## src/rtl/hpt_pkg.sv

```systemverilog
package hpt_pkg;
  localparam int unsigned XLEN          = 32;
  localparam int unsigned NUM_SEG       = 16;
  localparam int unsigned SEG_SEL_W     = $clog2(NUM_SEG);
  localparam int unsigned VSID_W        = 24;
  localparam int unsigned HASH_W        = 19;
  localparam int unsigned TBL_SIZE_W    = 9;
  localparam int unsigned GROUP_ENTRIES = 8;
  localparam int unsigned ENTRY_IDX_W   = $clog2(GROUP_ENTRIES);
  localparam int unsigned PTE_SHIFT     = 3;
  localparam int unsigned GROUP_SHIFT   = ENTRY_IDX_W + PTE_SHIFT;
  localparam int unsigned PAGE_SHIFT    = 12;
  localparam int unsigned API_W         = 6;
  localparam int unsigned MAX_READS     = 2 * GROUP_ENTRIES + 1;

  typedef enum logic [2:0] {
    ST_IDLE,
    ST_HI_REQ,
    ST_HI_WAIT,
    ST_LO_REQ,
    ST_LO_WAIT
  } walk_state_e;
endpackage

```

## src/rtl/hpt_regs.sv

```systemverilog
module hpt_regs
  import hpt_pkg::*;
(
  input  logic                 clk_i,
  input  logic                 rst_ni,
  input  logic                 seg_we_i,
  input  logic [SEG_SEL_W-1:0] seg_idx_i,
  input  logic                 tbl_we_i,
  input  logic [XLEN-1:0]      wdata_i,
  input  logic [SEG_SEL_W-1:0] rd_idx_i,
  output logic [XLEN-1:0]      seg_o,
  output logic [XLEN-1:0]      tbl_o
);
  logic [XLEN-1:0] seg_q [NUM_SEG];
  logic [XLEN-1:0] tbl_q;

  for (genvar g = 0; g < NUM_SEG; g++) begin : g_seg
    always_ff @(posedge clk_i or negedge rst_ni) begin
      if (!rst_ni)                                          seg_q[g] <= '0;
      else if (seg_we_i && seg_idx_i == SEG_SEL_W'(g)) seg_q[g] <= wdata_i;
    end
  end

  always_ff @(posedge clk_i or negedge rst_ni) begin
    if (!rst_ni)       tbl_q <= '0;
    else if (tbl_we_i) tbl_q <= wdata_i;
  end

  assign seg_o = seg_q[rd_idx_i];
  assign tbl_o = tbl_q;

  a_r3_seg_write: assert property (@(posedge clk_i) disable iff (!rst_ni)
    seg_we_i |=> seg_q[$past(seg_idx_i)] == $past(wdata_i));
  a_r3_tbl_write: assert property (@(posedge clk_i) disable iff (!rst_ni)
    tbl_we_i |=> tbl_o == $past(wdata_i));
endmodule

```

## src/rtl/hpt_hash.sv

```systemverilog
module hpt_hash
  import hpt_pkg::*;
(
  input  logic [VSID_W-1:0]      vsid_i,
  input  logic [XLEN-1:0]        ea_i,
  input  logic                   sec_i,
  input  logic [XLEN-1:0]        tbl_i,
  input  logic [ENTRY_IDX_W-1:0] entry_i,
  input  logic                   lo_word_i,
  output logic [XLEN-1:0]        addr_o
);
  localparam int unsigned PN_W = 28 - PAGE_SHIFT;

  logic [HASH_W-1:0] hash_p, hash_s, mask;
  logic [XLEN-1:0]   base, grp_off, ent_off;

  assign hash_p  = vsid_i[HASH_W-1:0] ^ HASH_W'(ea_i[PAGE_SHIFT +: PN_W]);
  assign hash_s  = sec_i ? ~hash_p : hash_p;
  assign mask    = {tbl_i[TBL_SIZE_W-1:0], {(HASH_W-TBL_SIZE_W){1'b1}}};
  assign base    = {tbl_i[XLEN-1:16], 16'h0};
  assign grp_off = XLEN'(hash_s & mask) << GROUP_SHIFT;
  assign ent_off = (XLEN'(entry_i) << PTE_SHIFT) | (lo_word_i ? XLEN'(4) : XLEN'(0));
  assign addr_o  = base + grp_off + ent_off;
endmodule

```

## src/rtl/hpt_match.sv

```systemverilog
module hpt_match
  import hpt_pkg::*;
(
  input  logic [XLEN-1:0]   hi_i,
  input  logic [VSID_W-1:0] vsid_i,
  input  logic              sec_i,
  input  logic [XLEN-1:0]   ea_i,
  output logic              hit_o
);
  logic vsid_eq, sel_eq, api_eq;

  assign vsid_eq = hi_i[API_W+1 +: VSID_W] == vsid_i;
  assign sel_eq  = hi_i[API_W] == sec_i;
  assign api_eq  = hi_i[API_W-1:0] == ea_i[27 -: API_W];
  assign hit_o   = vsid_eq && sel_eq && api_eq;
endmodule

```

## src/rtl/hpt_walker.sv

```systemverilog
module hpt_walker
  import hpt_pkg::*;
(
  input  logic        clk_i,
  input  logic        rst_ni,
  input  logic        cfg_seg_we_i,
  input  logic [3:0]  cfg_seg_idx_i,
  input  logic        cfg_tbl_we_i,
  input  logic [31:0] cfg_wdata_i,
  input  logic        itx_en_i,
  input  logic        dtx_en_i,
  input  logic        req_valid_i,
  output logic        req_ready_o,
  input  logic [31:0] req_ea_i,
  input  logic        req_inst_i,
  input  logic        bat_hit_i,
  input  logic [31:0] bat_pa_i,
  output logic        mem_valid_o,
  input  logic        mem_ready_i,
  output logic [31:0] mem_addr_o,
  input  logic        mem_rvalid_i,
  input  logic [31:0] mem_rdata_i,
  output logic        rsp_valid_o,
  output logic [31:0] rsp_pa_o,
  output logic        rsp_fault_o
);
  localparam int unsigned CNT_W = $clog2(MAX_READS + 1);

  walk_state_e            st_q;
  logic [XLEN-1:0]        ea_q;
  logic [VSID_W-1:0]      vsid_q;
  logic                   sec_q;
  logic [ENTRY_IDX_W-1:0] idx_q;
  logic                   rsp_valid_q, rsp_fault_q;
  logic [XLEN-1:0]        rsp_pa_q;
  logic [CNT_W-1:0]       rd_cnt_q;

  logic [XLEN-1:0] seg_rd, tbl;
  logic            tx_on, hi_hit, lo_phase, accept;

  hpt_regs u_regs (
    .clk_i    (clk_i),
    .rst_ni   (rst_ni),
    .seg_we_i (cfg_seg_we_i),
    .seg_idx_i(cfg_seg_idx_i),
    .tbl_we_i (cfg_tbl_we_i),
    .wdata_i  (cfg_wdata_i),
    .rd_idx_i (req_ea_i[31:28]),
    .seg_o    (seg_rd),
    .tbl_o    (tbl)
  );

  assign lo_phase = (st_q == ST_LO_REQ) || (st_q == ST_LO_WAIT);

  hpt_hash u_hash (
    .vsid_i   (vsid_q),
    .ea_i     (ea_q),
    .sec_i    (sec_q),
    .tbl_i    (tbl),
    .entry_i  (idx_q),
    .lo_word_i(lo_phase),
    .addr_o   (mem_addr_o)
  );

  hpt_match u_match (
    .hi_i  (mem_rdata_i),
    .vsid_i(vsid_q),
    .sec_i (sec_q),
    .ea_i  (ea_q),
    .hit_o (hi_hit)
  );

  assign tx_on       = req_inst_i ? itx_en_i : dtx_en_i;
  assign req_ready_o = (st_q == ST_IDLE);
  assign accept      = req_valid_i && req_ready_o;
  assign mem_valid_o = (st_q == ST_HI_REQ) || (st_q == ST_LO_REQ);
  assign rsp_valid_o = rsp_valid_q;
  assign rsp_pa_o    = rsp_pa_q;
  assign rsp_fault_o = rsp_fault_q;

  always_ff @(posedge clk_i or negedge rst_ni) begin
    if (!rst_ni) begin
      st_q        <= ST_IDLE;
      ea_q        <= '0;
      vsid_q      <= '0;
      sec_q       <= 1'b0;
      idx_q       <= '0;
      rsp_valid_q <= 1'b0;
      rsp_fault_q <= 1'b0;
      rsp_pa_q    <= '0;
      rd_cnt_q    <= '0;
    end else begin
      rsp_valid_q <= 1'b0;
      if (mem_valid_o && mem_ready_i) rd_cnt_q <= rd_cnt_q + 1'b1;
      unique case (st_q)
        ST_IDLE: if (accept) begin
          ea_q     <= req_ea_i;
          vsid_q   <= seg_rd[VSID_W-1:0];
          sec_q    <= 1'b0;
          idx_q    <= '0;
          rd_cnt_q <= '0;
          if (!tx_on) begin
            rsp_valid_q <= 1'b1; rsp_fault_q <= 1'b0; rsp_pa_q <= req_ea_i;
          end else if (seg_rd[31]) begin
            rsp_valid_q <= 1'b1; rsp_fault_q <= 1'b0;
            rsp_pa_q    <= {seg_rd[3:0], req_ea_i[27:0]};
          end else if (bat_hit_i) begin
            rsp_valid_q <= 1'b1; rsp_fault_q <= 1'b0; rsp_pa_q <= bat_pa_i;
          end else begin
            st_q <= ST_HI_REQ;
          end
        end
        ST_HI_REQ: if (mem_ready_i) st_q <= ST_HI_WAIT;
        ST_HI_WAIT: if (mem_rvalid_i) begin
          if (hi_hit) begin
            st_q <= ST_LO_REQ;
          end else if (idx_q == ENTRY_IDX_W'(GROUP_ENTRIES - 1)) begin
            idx_q <= '0;
            if (sec_q) begin
              st_q        <= ST_IDLE;
              rsp_valid_q <= 1'b1;
              rsp_fault_q <= 1'b1;
              rsp_pa_q    <= '0;
            end else begin
              sec_q <= 1'b1;
              st_q  <= ST_HI_REQ;
            end
          end else begin
            idx_q <= idx_q + 1'b1;
            st_q  <= ST_HI_REQ;
          end
        end
        ST_LO_REQ: if (mem_ready_i) st_q <= ST_LO_WAIT;
        ST_LO_WAIT: if (mem_rvalid_i) begin
          st_q        <= ST_IDLE;
          rsp_valid_q <= 1'b1;
          rsp_fault_q <= 1'b0;
          rsp_pa_q    <= {mem_rdata_i[XLEN-1:PAGE_SHIFT], ea_q[PAGE_SHIFT-1:0]};
        end
        default: st_q <= ST_IDLE;
      endcase
    end
  end

  a_r2_passthru: assert property (@(posedge clk_i) disable iff (!rst_ni)
    accept && !tx_on |=> rsp_valid_o && !rsp_fault_o && rsp_pa_o == $past(req_ea_i));
  a_r8_hi_aligned: assert property (@(posedge clk_i) disable iff (!rst_ni)
    mem_valid_o && !lo_phase |-> mem_addr_o[2:0] == 3'd0);
  a_r8_lo_offset: assert property (@(posedge clk_i) disable iff (!rst_ni)
    mem_valid_o && lo_phase |-> mem_addr_o[2:0] == 3'd4);
  a_r11_fault_pa_zero: assert property (@(posedge clk_i) disable iff (!rst_ni)
    rsp_valid_o && rsp_fault_o |-> rsp_pa_o == '0);
  a_r11_read_bound: assert property (@(posedge clk_i) disable iff (!rst_ni)
    rd_cnt_q <= CNT_W'(MAX_READS));
  a_r12_hold: assert property (@(posedge clk_i) disable iff (!rst_ni)
    mem_valid_o && !mem_ready_i |=> mem_valid_o && $stable(mem_addr_o));
  a_r12_busy: assert property (@(posedge clk_i) disable iff (!rst_ni)
    mem_valid_o |-> !req_ready_o);
endmodule

```

## config.mk

```make
export PLATFORM = sky130hd
export DESIGN_NAME = hpt_walker
export DESIGN_NICKNAME = d
export VERILOG_FILES = /design/src/rtl/hpt_pkg.sv /design/src/rtl/hpt_regs.sv /design/src/rtl/hpt_hash.sv /design/src/rtl/hpt_match.sv /design/src/rtl/hpt_walker.sv
export SDC_FILE = /design/constraint.sdc
export NUM_CORES = 1
export LEC_CHECK = 0
export BUFFER_PORTS_ARGS = -buffer_cell sky130_fd_sc_hd__buf_2
export CORE_UTILIZATION = 28
export DETAILED_ROUTE_END_ITERATION = 6
export PLACE_DENSITY_LB_ADDON = 0.3
export SLEW_MARGIN = 25
export SYNTH_ARGS = -nofsm -noshare
export SYNTH_HDL_FRONTEND = slang
export SYNTH_SLANG_ARGS = --single-unit
```

## constraint.sdc

```tcl
create_clock -name clk_i -period 7 [get_ports clk_i]
set_input_delay 0.7 -clock clk_i [delete_from_list [all_inputs] [get_ports clk_i]]
set_output_delay 0.7 -clock clk_i [all_outputs]
set_load 0.01 [all_outputs]
```

# --- Word level (Yosys, flattened, before mapping) ---
# Index checks and enable logic that the tools add are counted.
totals:
  reg_bits: 637
  in_bits: 143
  output_inout_bits: 68
  word_cells: 157
classes:
  n_addsub: 3
  n_lt_le_gt_ge: 1
  n_eq_ne: 35
  muxes: 58
  bitwise: 5
  n_reduce_logical: 30
op_table:
  columns: ["cell", "n"]
  rows:
  - ["two-way mux 32 bit", 11]
  - ["binary-select mux 32 bit (select 4 bit)", 1]
  - ["case mux 32 bit (3 select lines)", 1]
  - ["adder 32 bit", 2]
  - ["two-way mux 3 bit", 15]
  - ["equality test 4 bit, second input constant", 8]
  - ["OR 6 x 32 -> 32 bit", 1]
  - ["equality test 24 bit", 1]
  - ["two-way mux 1 bit", 24]
  - ["bitwise AND 19 bit", 1]
  - ["logical AND 1 bit", 19]
  - ["two-way mux 19 bit", 1]
  - ["NOT 19 bit", 1]
  - ["bitwise XOR 19 x 16 -> 19 bit", 1]
  - ["inequality test 2 bit, second input constant", 9]
  - ["equality test 4 x 3 -> 1 bit, second input constant", 4]
  - ["AND reduction 8 bit", 2]
  - ["case mux 3 bit (5 select lines)", 1]
  - ["equality test 4 x 2 -> 1 bit, second input constant", 2]
  - ["equality test 3 x 2 -> 1 bit, second input constant", 2]
  - ["equality test 3 bit, second input constant", 2]
  - ["equality test 6 bit", 1]
  - ["case mux 1 bit (3 select lines)", 2]
  - ["case mux 3 bit (2 select lines)", 1]
  - ["other kinds (17)", 19]

# --- Logic depth before layout (Yosys ltp) ---
# Gate-level depths: netlist of run 1.
depth:
  depth_word: 8
  depth_mapped: 12
  depth_no_buf: 11

# --- By module ---
# From an unflattened synthesis of run 1, not the netlist that was laid out.
unflattened:
  hier_cells: 2023
  area_unflattened_um2: 29624.7
by_module_without_submodules:
  columns: ["module", "instances", "cells_each", "area_each_um2", "seq_area_each_um2"]
  rows:
  - ["hpt_regs", 1, 1473, 23950.5, 13613.1]
  - ["hpt_walker", 1, 373, 4357.9, 2427.3]
  - ["hpt_hash", 1, 136, 975.9, 0.0]
  - ["hpt_match", 1, 41, 340.3, 0.0]

# --- Least setup slack after synthesis of run 1 ---
# No wires, ideal clock.
synth_path:
  path_kind: "reg2out"
  from: "register sec_q"
  to: "output port mem_addr_o[24]"
  t_arrival_ps: 3071
  required_time_ps: 6300
  slack_ps: 3229
  stages_incl_launch_ff: 13
  path_buffers: 2
  path_cell_list: "dfrtp_1 -> clkbuf_1 -> clkbuf_1 -> xnor2_1 -> and2_1 -> ha_1 -> fa_1 -> a21o_1 -> a21oi_1 -> o21bai_1 -> a211o_1 -> a31oi_1 -> xnor2_1"
synth_via:
  elab_chain_len: 4
synth_lines:
  columns: ["item", "line", "source"]
  rows:
  - ["start: declaration", "hpt_walker.sv:32", "logic sec_q;"]
  - ["start signal: assignment", "hpt_walker.sv:86", "sec_q <= 1'b0;"]
  - ["start signal: assignment", "hpt_walker.sv:99", "sec_q <= 1'b0;"]
  - ["start signal: assignment", "hpt_walker.sv:125", "sec_q <= 1'b1;"]
  - ["two-way mux 19 bit", "hpt_hash.sv:18", "assign hash_s = sec_i ? ~hash_p : hash_p;"]
  - ["bitwise AND 19 bit", "hpt_hash.sv:21", "assign grp_off = XLEN'(hash_s & mask) << GROUP_SHIFT;"]
  - ["adder 32 bit (2 in series)", "hpt_hash.sv:23", "assign addr_o = base + grp_off + ent_off;"]
  - ["end: declaration", "hpt_walker.sv:20", "output logic [31:0] mem_addr_o,"]
# Every way passes these cells.

# --- Final worst setup path of run 1 ---
layout_path:
  from: "register sec_q"
  to: "output port mem_addr_o[28]"
# The elaborated chain is that of the path after synthesis.

==> results of run 1 <==
-- routing by layer --
metal  share of wire [%]  GRT usage, %
met1                  46          22.5
met2                  46          24.6
met3                 5.0          2.84
met4                 2.3          4.75
met5                0.10             0
-- synthesized netlist by cell type, types with 4 or more instances --
master	n	area [sq um]
sky130_fd_sc_hd__a21oi_1	17	85.1
sky130_fd_sc_hd__a22oi_1	13	97.6
sky130_fd_sc_hd__and2_1	11	68.8
sky130_fd_sc_hd__and3_1	6	37.5
sky130_fd_sc_hd__buf_1	21	78.8
sky130_fd_sc_hd__buf_2	4	20.0
sky130_fd_sc_hd__buf_4	6	45.0
sky130_fd_sc_hd__clkbuf_1	95	357
sky130_fd_sc_hd__dfrtp_1	518	13000
sky130_fd_sc_hd__ha_1	11	138
sky130_fd_sc_hd__inv_1	7	26.3
sky130_fd_sc_hd__mux2_2	464	5230
sky130_fd_sc_hd__mux2i_1	28	280
sky130_fd_sc_hd__mux4_2	121	2730
sky130_fd_sc_hd__nand2_1	189	709
sky130_fd_sc_hd__nand2b_1	6	37.5
sky130_fd_sc_hd__nand3_1	14	70.1
sky130_fd_sc_hd__nand4_1	11	68.8
sky130_fd_sc_hd__nor2_1	25	93.8
sky130_fd_sc_hd__nor3_1	7	35.0
sky130_fd_sc_hd__nor3b_1	4	30.0
sky130_fd_sc_hd__nor4_1	4	25.0
sky130_fd_sc_hd__o21ai_0	32	160
sky130_fd_sc_hd__xnor2_1	73	639
sky130_fd_sc_hd__xor2_1	5	43.8
-- worst max path at each step --
stage,to,cells after the start,slack (ps)
4_1_cts,mem_addr_o[28],12,2250
3_5_place_dp,rsp_pa_o[3],9,2190
3_3_place_gp,rsp_pa_o[19],9,2210
5_1_grt,mem_addr_o[30],12,1930
6_report,mem_addr_o[28],12,2300
2_1_floorplan,mem_addr_o[24],12,3230
-- cells by family (layout without fill, tap and decap cells) --
logic type / count (synthesis) / in the layout / synth area share [%]
adder cells (fa/ha/maj): 12 / 12 / 0.647
XOR/XNOR: 78 / 78 / 2.80
buffers and inverters: 136 / 351 / 2.30
flip-flops: 518 / 518 / 53.2
AND/OR/NAND/NOR: 287 / 287 / 5.10
AO/OA/AOI/OAI: 85 / 85 / 2.18
other: 1 / 5 / 0.0154
multiplexers: 613 / 613 / 33.8
-- stage by stage --
stage | cell area (sq um) | util, % | power (W) | setup slack (ps) | cells
after global routing | 28500 | 33.3 | 0.0105 | 1930 | 3092
after global placement | 26700 | 31.1 | 0.00692 | 2210 | 2990
after CTS | 28500 | 33.3 | 0.0101 | 2250 | 3090
final | 28500 | 33.3 | 0.00994 | 2300 | 3093
after detailed placement | 26700 | 31.1 | 0.00703 | 2190 | 2990
after floorplan | 24400 | - | 0.00604 | 3230 | 1731
-- state kept, by name (all words and copies together) (netlist names) --
signal and cells:
ea_q 28, idx_q 3, rsp_fault_o 1, rsp_pa_o 32, rsp_valid_o 1, sec_q 1
st_q 3, u_regs.seg_q 400, u_regs.tbl_o 25, vsid_q 24
-- power breakdown --
group / switching (W) / total [W] / internal, W
sequential: 0.000481 / 0.00427 / 0.00379
clock: 0.00124 / 0.00299 / 0.00175
combinational: 0.00127 / 0.00267 / 0.00140
-- cell type report --
class | count | area (sq um) | area share [%]
timing repair buffer | 244 | 1360 | 4.75
multi-input combinational | 1077 | 10900 | 38.2
inverter | 7 | 26.3 | 0.0921
clock inverter | 10 | 90.1 | 0.316
tap | 1144 | 1430 | 5.02
antenna | 3 | 7.51 | 0.0263
sequential | 518 | 13000 | 45.4
clock buffer | 90 | 1770 | 6.21
==> flow_summary.yaml, run 1 <==
critical_path:
  startpoint: "sec_q"
  worstSetupEndpointType: "output pin"
  critical_path.max_fanout: 17
  cp_slowest_cell: "sky130_fd_sc_hd__dfrtp_1"
  cp_data_required_time_ps: 6300
  worst_r2r_endpoint: "rsp_pa_o[10]"
  worst-r2r-cell-count: 8
  critical_path_arrival_ps: 4000
  criticalPathCategory: "reg -> out"
  timing.rr.start: "u_regs.seg_q[255]"
  worstPathCellList: "buf_4, xnor2_1, and2_1, ha_1, fa_1, a21o_1, a21oi_1, o21bai_1, a211oi_1, o211ai_1, nand3_1, buf_2"
  r2r_slack_ps: 3280
  worst_path_largest_cell_delay_ps: 550
  cp.buffers_inverters: 2
  critical_path.startpoint_type: "register"
  timing.critical_path.max_delay_family: "compound AO/OA/AOI/OAI gates"
clocking:
  clkLatencyLatePin_ps: 620
  cts.repair.resized: 0
  post-cts-setup-buffer-count: 0
  cts_tree: "yes"
  cts_inserted_buffers: 56
  clk_root_buffer_cell: "sky130_fd_sc_hd__clkbuf_16"
  cts_hold_buf: 0
  cts_sinks: 518
  clk_pin_slew_ps: 60
  cts-htree-levels: 2
  clock_tree.buffer_depth: 3
job:
  maxCapViolations: 0
final_layout:
  layout.filler_cells: 8473
  layout.nets: 2059
  most-common-layout-cells: "sky130_fd_sc_hd__dfrtp_1, sky130_fd_sc_hd__mux2_2, sky130_fd_sc_hd__buf_2"
  drive_gt1_share_pct: 48.1
  final_common_cell: "sky130_fd_sc_hd__dfrtp_1"
  area.growth.synth_to_final_pct: 17.1
route:
  first_iter_violations: 1018
  route.antenna.remaining_nets: 0
  drt-wirelength-per-cell_microns: 22.5
  detailedRoute.firstPassIterationCount: 7
  drt_drc_violations_left: 0
  route.detailed.vias_per_inst: 4.88
  via_count: 15100
  detail_route.wirelength_mm: 69.5
synth:
  synth_cell_type_count: 45
  edff_count_synth: 0
  cell_count_after_synthesis: 1730
  ys_async_sr_fraction_pct: 100
  synth_ff_type: "sky130_fd_sc_hd__dfrtp_1"
  synth-seq-area-share_pct: 53.2
  synth_warnings: 0
  syn_area_sq_um: 24400
  synth.ff_latch_count: 518
  post_synth.cell_area_avg_sq_um: 14.1
sta:
  period_minus_slack_ps: 4700
  drv_slew: 0
  slew_headroom_pct: 31.3
  timing.clock.skew_ps: 23.7
  worstMarginPinSlew_ps: 1030
  final_hold_viol_count: 0
  rsz_0062_raised_after_global_routing: "no"
  setup_total_negative_slack_ps: 0
  hold-worst-slack_ps: 116
  max_freq_mhz: 213
  final_min_period_over_clock_period_pct: 67.2
  timing.final.setup_violations: 0
floorplanning:
  die_width_microns: 297
  io-pin-count: 211
  initial_core_util_pct: 28.4
  die_area_sq_um: 88200
  core_area_sq_um: 85700
  fp.dieH_microns: 297
  floorplan.rows: 107
global_routing:
  grt_overflow: 0
  grt_max_degree: 136
  via_count_of_the_first_global_routing_pass: 16300
  antenna_found_initial: 12
  grt_first_pass_wirelength_mm: 106
  global_route.usage.total_pct: 15.9
power:
  cellPowerDensity_nw_per_um2: 348
  ir_drop_mv: 0.203
  p_leak_nw: 12.3
placement:
  dp_hpwl_mm: 44.7
  finalWeightedCongestion: 0.828
  quantity_of_i_o_buffers_inserted_on_ports: 208
outcome:
  status: "finished, final reports clean"
worst_hold_path:
  hold_class: "in -> async"
No activity file was read; power rests on OpenSTA's default activity.
==> inputs of run 2 (changes only) <==
- clock period: 7 -> 4.3 ns (I/O delays scaled with it)
==> flow_summary.yaml, run 2 (synthesis results as in run 1) <==
outcome:
  status: "finished, final reports clean"
final_layout:
  most-common-layout-cells: "sky130_fd_sc_hd__dfrtp_1, sky130_fd_sc_hd__mux2_2, sky130_fd_sc_hd__buf_2"
  final_common_cell: "sky130_fd_sc_hd__dfrtp_1"
  registers.top_by_ff_count: "u_regs.seg_q"
  drive_gt1_share_pct: 48.0
  layout.filler_cells: 8432
  layout.nets: 2067
  largest_register_ffs: 400
  area.growth.synth_to_final_pct: 17.6
critical_path:
  worstSetupEndpointType: "output pin"
  cp_data_required_time_ps: 3870
  critical_path.startpoint_type: "register"
  critical_path_arrival_ps: 3610
  criticalPathCategory: "reg -> out"
  timing.rr.start: "sec_q"
  startpoint: "ea_q[23]"
  critical_path.max_fanout: 4
sta:
  slew_headroom_pct: 33.2
  setup_total_negative_slack_ps: 0
  period_minus_slack_ps: 4040
  worstMarginPinSlew_ps: 1000
  setup_slack_ps: 260
  timing.clock.skew_ps: 16.1
  drv_slew: 0
  final_hold_viol_count: 0
  hold-worst-slack_ps: 49.8
  timing.final.setup_violations: 0
  max_freq_mhz: 247
  final_min_period_over_clock_period_pct: 94.0
  rsz_0062_raised_after_global_routing: "no"
floorplanning:
  core_area_sq_um: 85700
  initial_core_util_pct: 28.4
  io-pin-count: 211
  floorplan.rows: 107
  die_width_microns: 297
  fp.dieH_microns: 297
  die_area_sq_um: 88200
route:
  detailedRoute.firstPassIterationCount: 5
  drt_drc_violations_left: 0
  wirelength_met1_mm: 31.8
  route.detailed.vias_per_inst: 4.93
  drt-wirelength-per-cell_microns: 22.9
  route.antenna.remaining_nets: 0
  via_count: 15300
  detail_route.wirelength_mm: 70.9
  met3_wl_post_dr_mm: 3.45
  topRoutingLayerUsed: "met5"
  met2_length_mm: 33.7
  first_iter_violations: 890
worst_hold_path:
  hold_class: "in -> reg"
  worst_hold_startpoint: "req_ea_i[7]"
clocking:
  cts-htree-levels: 2
  cts_tree: "yes"
  cts_sinks: 518
  clkLatencyLatePin_ps: 610
  clk_pin_slew_ps: 60
  cts_inserted_buffers: 56
  clk_root_buffer_cell: "sky130_fd_sc_hd__clkbuf_16"
  clock_tree.buffer_depth: 3
job:
  maxCapViolations: 0
global_routing:
  grt_first_pass_wirelength_mm: 108
  global_route.usage.total_pct: 16.2
  grt_overflow: 0
  antenna_found_initial: 18
  grt_max_degree: 174
  via_count_of_the_first_global_routing_pass: 16500
power:
  cellPowerDensity_nw_per_um2: 562
  power.total_w: 0.0161
  p_leak_nw: 12.4
  ir_drop_mv: 0.357
placement:
  place_worst_setup_slack_ps: 851
  quantity_of_i_o_buffers_inserted_on_ports: 208
  dp_hpwl_mm: 45.4
  finalWeightedCongestion: 0.814
## run 2: changes by cell type in the layout (fill, tap and decap cells not counted), moves of 2 or more
cell                            delta
sky130_fd_sc_hd__buf_4             -3
sky130_fd_sc_hd__buf_12            +6
sky130_fd_sc_hd__clkbuf_8          -5
sky130_fd_sc_hd__dlygate4sd3_1     +4
sky130_fd_sc_hd__clkinvlp_4        +2
sky130_fd_sc_hd__clkbuf_1          +3
## run 2: worst max-delay path: stages (launching register included)
cell and delay (ps):
sky130_fd_sc_hd__dfrtp_1 410, sky130_fd_sc_hd__xnor2_1 400, sky130_fd_sc_hd__xnor2_1 110, sky130_fd_sc_hd__and2_1 200, sky130_fd_sc_hd__fa_1 410, sky130_fd_sc_hd__a21o_1 180
sky130_fd_sc_hd__a21oi_1 240, sky130_fd_sc_hd__o21bai_1 140, sky130_fd_sc_hd__a211oi_1 460, sky130_fd_sc_hd__o211ai_1 170, sky130_fd_sc_hd__nand3_1 140, sky130_fd_sc_hd__buf_2 140
## run 2: final timing paths
check	endpoint	cells past startpoint	slack (ps)
worst max-delay path	mem_addr_o[26]	11	260
worst min-delay path	ea_q[7]	3	50
worst max register to register	rsp_pa_o[18]	9	1130
worst min register to register	ea_q[6]	2	470
max in group asynchronous	vsid_q[5]	4	2580
min in group asynchronous	u_regs.seg_q[80]	2	390
## run 2: final cells by class
class / count / area [sq um] / share of cell area, %
inverter: 7 / 26.3 / 0.0917
clock buffer: 87 / 1690 / 5.89
antenna: 2 / 5.00 / 0.0175
sequential: 518 / 13000 / 45.2
tap: 1144 / 1430 / 5.00
timing repair buffer: 252 / 1520 / 5.31
clock inverter: 12 / 123 / 0.428
multi-input combinational: 1077 / 10900 / 38.0
## run 2: timing repair
action                                  4_1_cts  5_1_grt
setup buffers                                 0        0
gates resized for setup                       0        1
hold buffers                                  4        0
endpoints found under the hold margin        58        0
endpoints found under the setup margin        0        3
## run 2: through the flow
step	cells	instance area (sq um)	util, %
floorplan	1731	24400	-
global placement	2993	26800	31.2
detailed placement	2993	26800	31.2
CTS	3096	28600	33.4
global route	3099	28700	33.4
finish	3099	28700	33.4
## run 2: report_power, final
part | internal, W | switching, W | total [W] | leakage, nW
sequential | 0.00617 | 0.000799 | 0.00697 | 6.35
combinational | 0.00230 | 0.00205 | 0.00435 | 5.13
clock | 0.00280 | 0.00198 | 0.00478 | 0.888
## run 2: routing by layer
layer / track usage (%) / vias to the layer above
li1: - / 6630
met2: 26.3 / 390
met3: 2.86 / 122
met5: 0 / -
met1: 22.0 / 8112
met4: 4.97 / 10
==> inputs of run 3 (changes only) <==
- CELL_PAD_IN_SITES_DETAIL_PLACEMENT: not set -> 2
- CELL_PAD_IN_SITES_GLOBAL_PLACEMENT: not set -> 2
==> flow_summary.yaml, run 3 (synthesis results as in run 1) <==
outcome:
  status: "finished, final reports clean"
global_routing:
  global_route.usage.total_pct: 18.0
  via_count_of_the_first_global_routing_pass: 17800
  antenna_found_initial: 13
  grt_overflow: 0
  grt_max_degree: 115
  grt_first_pass_wirelength_mm: 119
critical_path:
  timing.critical_path.max_delay_family: "compound AO/OA/AOI/OAI gates"
  critical_path.startpoint_type: "register"
  criticalPathCategory: "reg -> out"
  startpoint: "ea_q[23]"
  critical_path.max_fanout: 3
  timing.rr.start: "sec_q"
  cp.depth: 11
  critical_path_arrival_ps: 3690
  cp_slowest_cell: "sky130_fd_sc_hd__xnor2_1"
  cp_data_required_time_ps: 3870
  worstSetupEndpointType: "output pin"
  worst-r2r-cell-count: 9
  worst_path_largest_cell_delay_ps: 450
  cp.buffers_inverters: 1
  r2r_slack_ps: 1210
  worstPathCellList: "xnor2_1, xnor2_1, and2_1, fa_1, a21o_1, a21oi_1, o21bai_1, a211o_1, a31oi_1, xnor2_1, buf_2"
  critPathMostFrequentCell: "sky130_fd_sc_hd__xnor2_1"
final_layout:
  largest_register_ffs: 400
  final_core_util_pct: 33.9
  area.growth.synth_to_final_pct: 19.3
  most-common-layout-cells: "sky130_fd_sc_hd__dfrtp_1, sky130_fd_sc_hd__mux2_2, sky130_fd_sc_hd__buf_2"
  post_layout_nonfiller_instances: 3120
  layout.filler_cells: 8784
  final_common_cell: "sky130_fd_sc_hd__dfrtp_1"
  layout.nets: 2079
  regArea_sq_um: 13000
  drive_gt1_share_pct: 48.2
  registers.top_by_ff_count: "u_regs.seg_q"
  multiInputGateArea_sq_um: 10900
worst_hold_path:
  hold_class: "in -> reg"
  whs_path_depth: 3
  worst_hold_startpoint: "req_ea_i[5]"
route:
  detail_route.wirelength_mm: 78.8
  via_count: 15400
  route.antenna.remaining_nets: 0
  drt-wirelength-per-cell_microns: 25.3
  first_iter_violations: 782
  drt_drc_violations_left: 0
  route.detailed.vias_per_inst: 4.95
  detailedRoute.firstPassIterationCount: 4
sta:
  worstMarginPinSlew_ps: 1100
  hold-worst-slack_ps: 37.6
  final_min_period_over_clock_period_pct: 95.9
  setup_total_negative_slack_ps: 0
  period_minus_slack_ps: 4120
  timing.clock.skew_ps: 55.4
  rsz_0062_raised_after_global_routing: "no"
  final_hold_viol_count: 0
  timing.final.setup_violations: 0
  slew_headroom_pct: 26.5
  max_freq_mhz: 243
  drv_slew: 0
placement:
  quantity_of_i_o_buffers_inserted_on_ports: 208
  total_placed_cells_including_tap_cells: 2992
  dp_hpwl_mm: 51.3
  finalWeightedCongestion: 0.801
clocking:
  clk_pin_slew_ps: 50
  cts-htree-levels: 2
  clk_root_buffer_cell: "sky130_fd_sc_hd__clkbuf_16"
  post-cts-setup-buffer-count: 0
  clock_tree.buffer_depth: 3
  cts_tree: "yes"
  cts_sinks: 518
  cts_inserted_buffers: 59
  clkLatencyLatePin_ps: 650
floorplanning:
  die_area_sq_um: 88200
  core_area_sq_um: 85700
  initial_core_util_pct: 28.4
  fp.dieH_microns: 297
  io-pin-count: 211
  die_width_microns: 297
  floorplan.rows: 107
power:
  power.total_w: 0.0169
  p_leak_nw: 12.5
  ir_drop_mv: 0.352
  cellPowerDensity_nw_per_um2: 580
job:
  maxCapViolations: 0
run 3: cell type report:
class                      instances  area share [%]
antenna                            4          0.0344
tap                             1144            4.92
multi-input combinational       1077            37.6
timing repair buffer             261            5.55
sequential                       518            44.6
inverter                           7          0.0904
clock inverter                    27            1.39
clock buffer                      82            5.79
run 3: what timing repair did:
| action | in CTS | in global routing |
|---|---|---|
| endpoints found under the setup margin | 0 | 3 |
| endpoints found under the hold margin | 119 | 0 |
| hold buffers | 14 | 0 |
| resized for setup | 0 | 1 |
run 3: final timing paths:
kind / end
setup reg to reg: rsp_pa_o[16]
max in group asynchronous: u_regs.tbl_o[29]
setup / recovery: mem_addr_o[24]
hold / removal: ea_q[5]
min in group asynchronous: u_regs.seg_q[47]
hold reg to reg: ea_q[4]
run 3: stage by stage:
step	instance area (sq um)	worst slack [ps]
after floorplan	24400	799
after global placement	26800	899
after detailed placement	26800	810
after CTS	29000	124
after global routing	29100	1.72
final	29100	177
run 3: power breakdown:
part	internal [W]	total, W	leakage [nW]	switching [W]
sequential	0.00617	0.00701	6.35	0.000837
clock	0.00322	0.00538	1.02	0.00216
combinational	0.00232	0.00448	5.17	0.00216
total	0.0117	0.0169	12.5	0.00516
run 3: layer usage:
layer  part of all wire (%)  GRT usage (%)
met1                     45           24.5
met2                     48           29.5
met3                    4.1           2.75
met4                    3.1           5.73
met5                  0.069              0
run 3: worst min-delay path: cells and delay by family:
family / cells / cell delay, ps
buffers and inverters: 1 / 90
and+or+nand+nor: 2 / 110
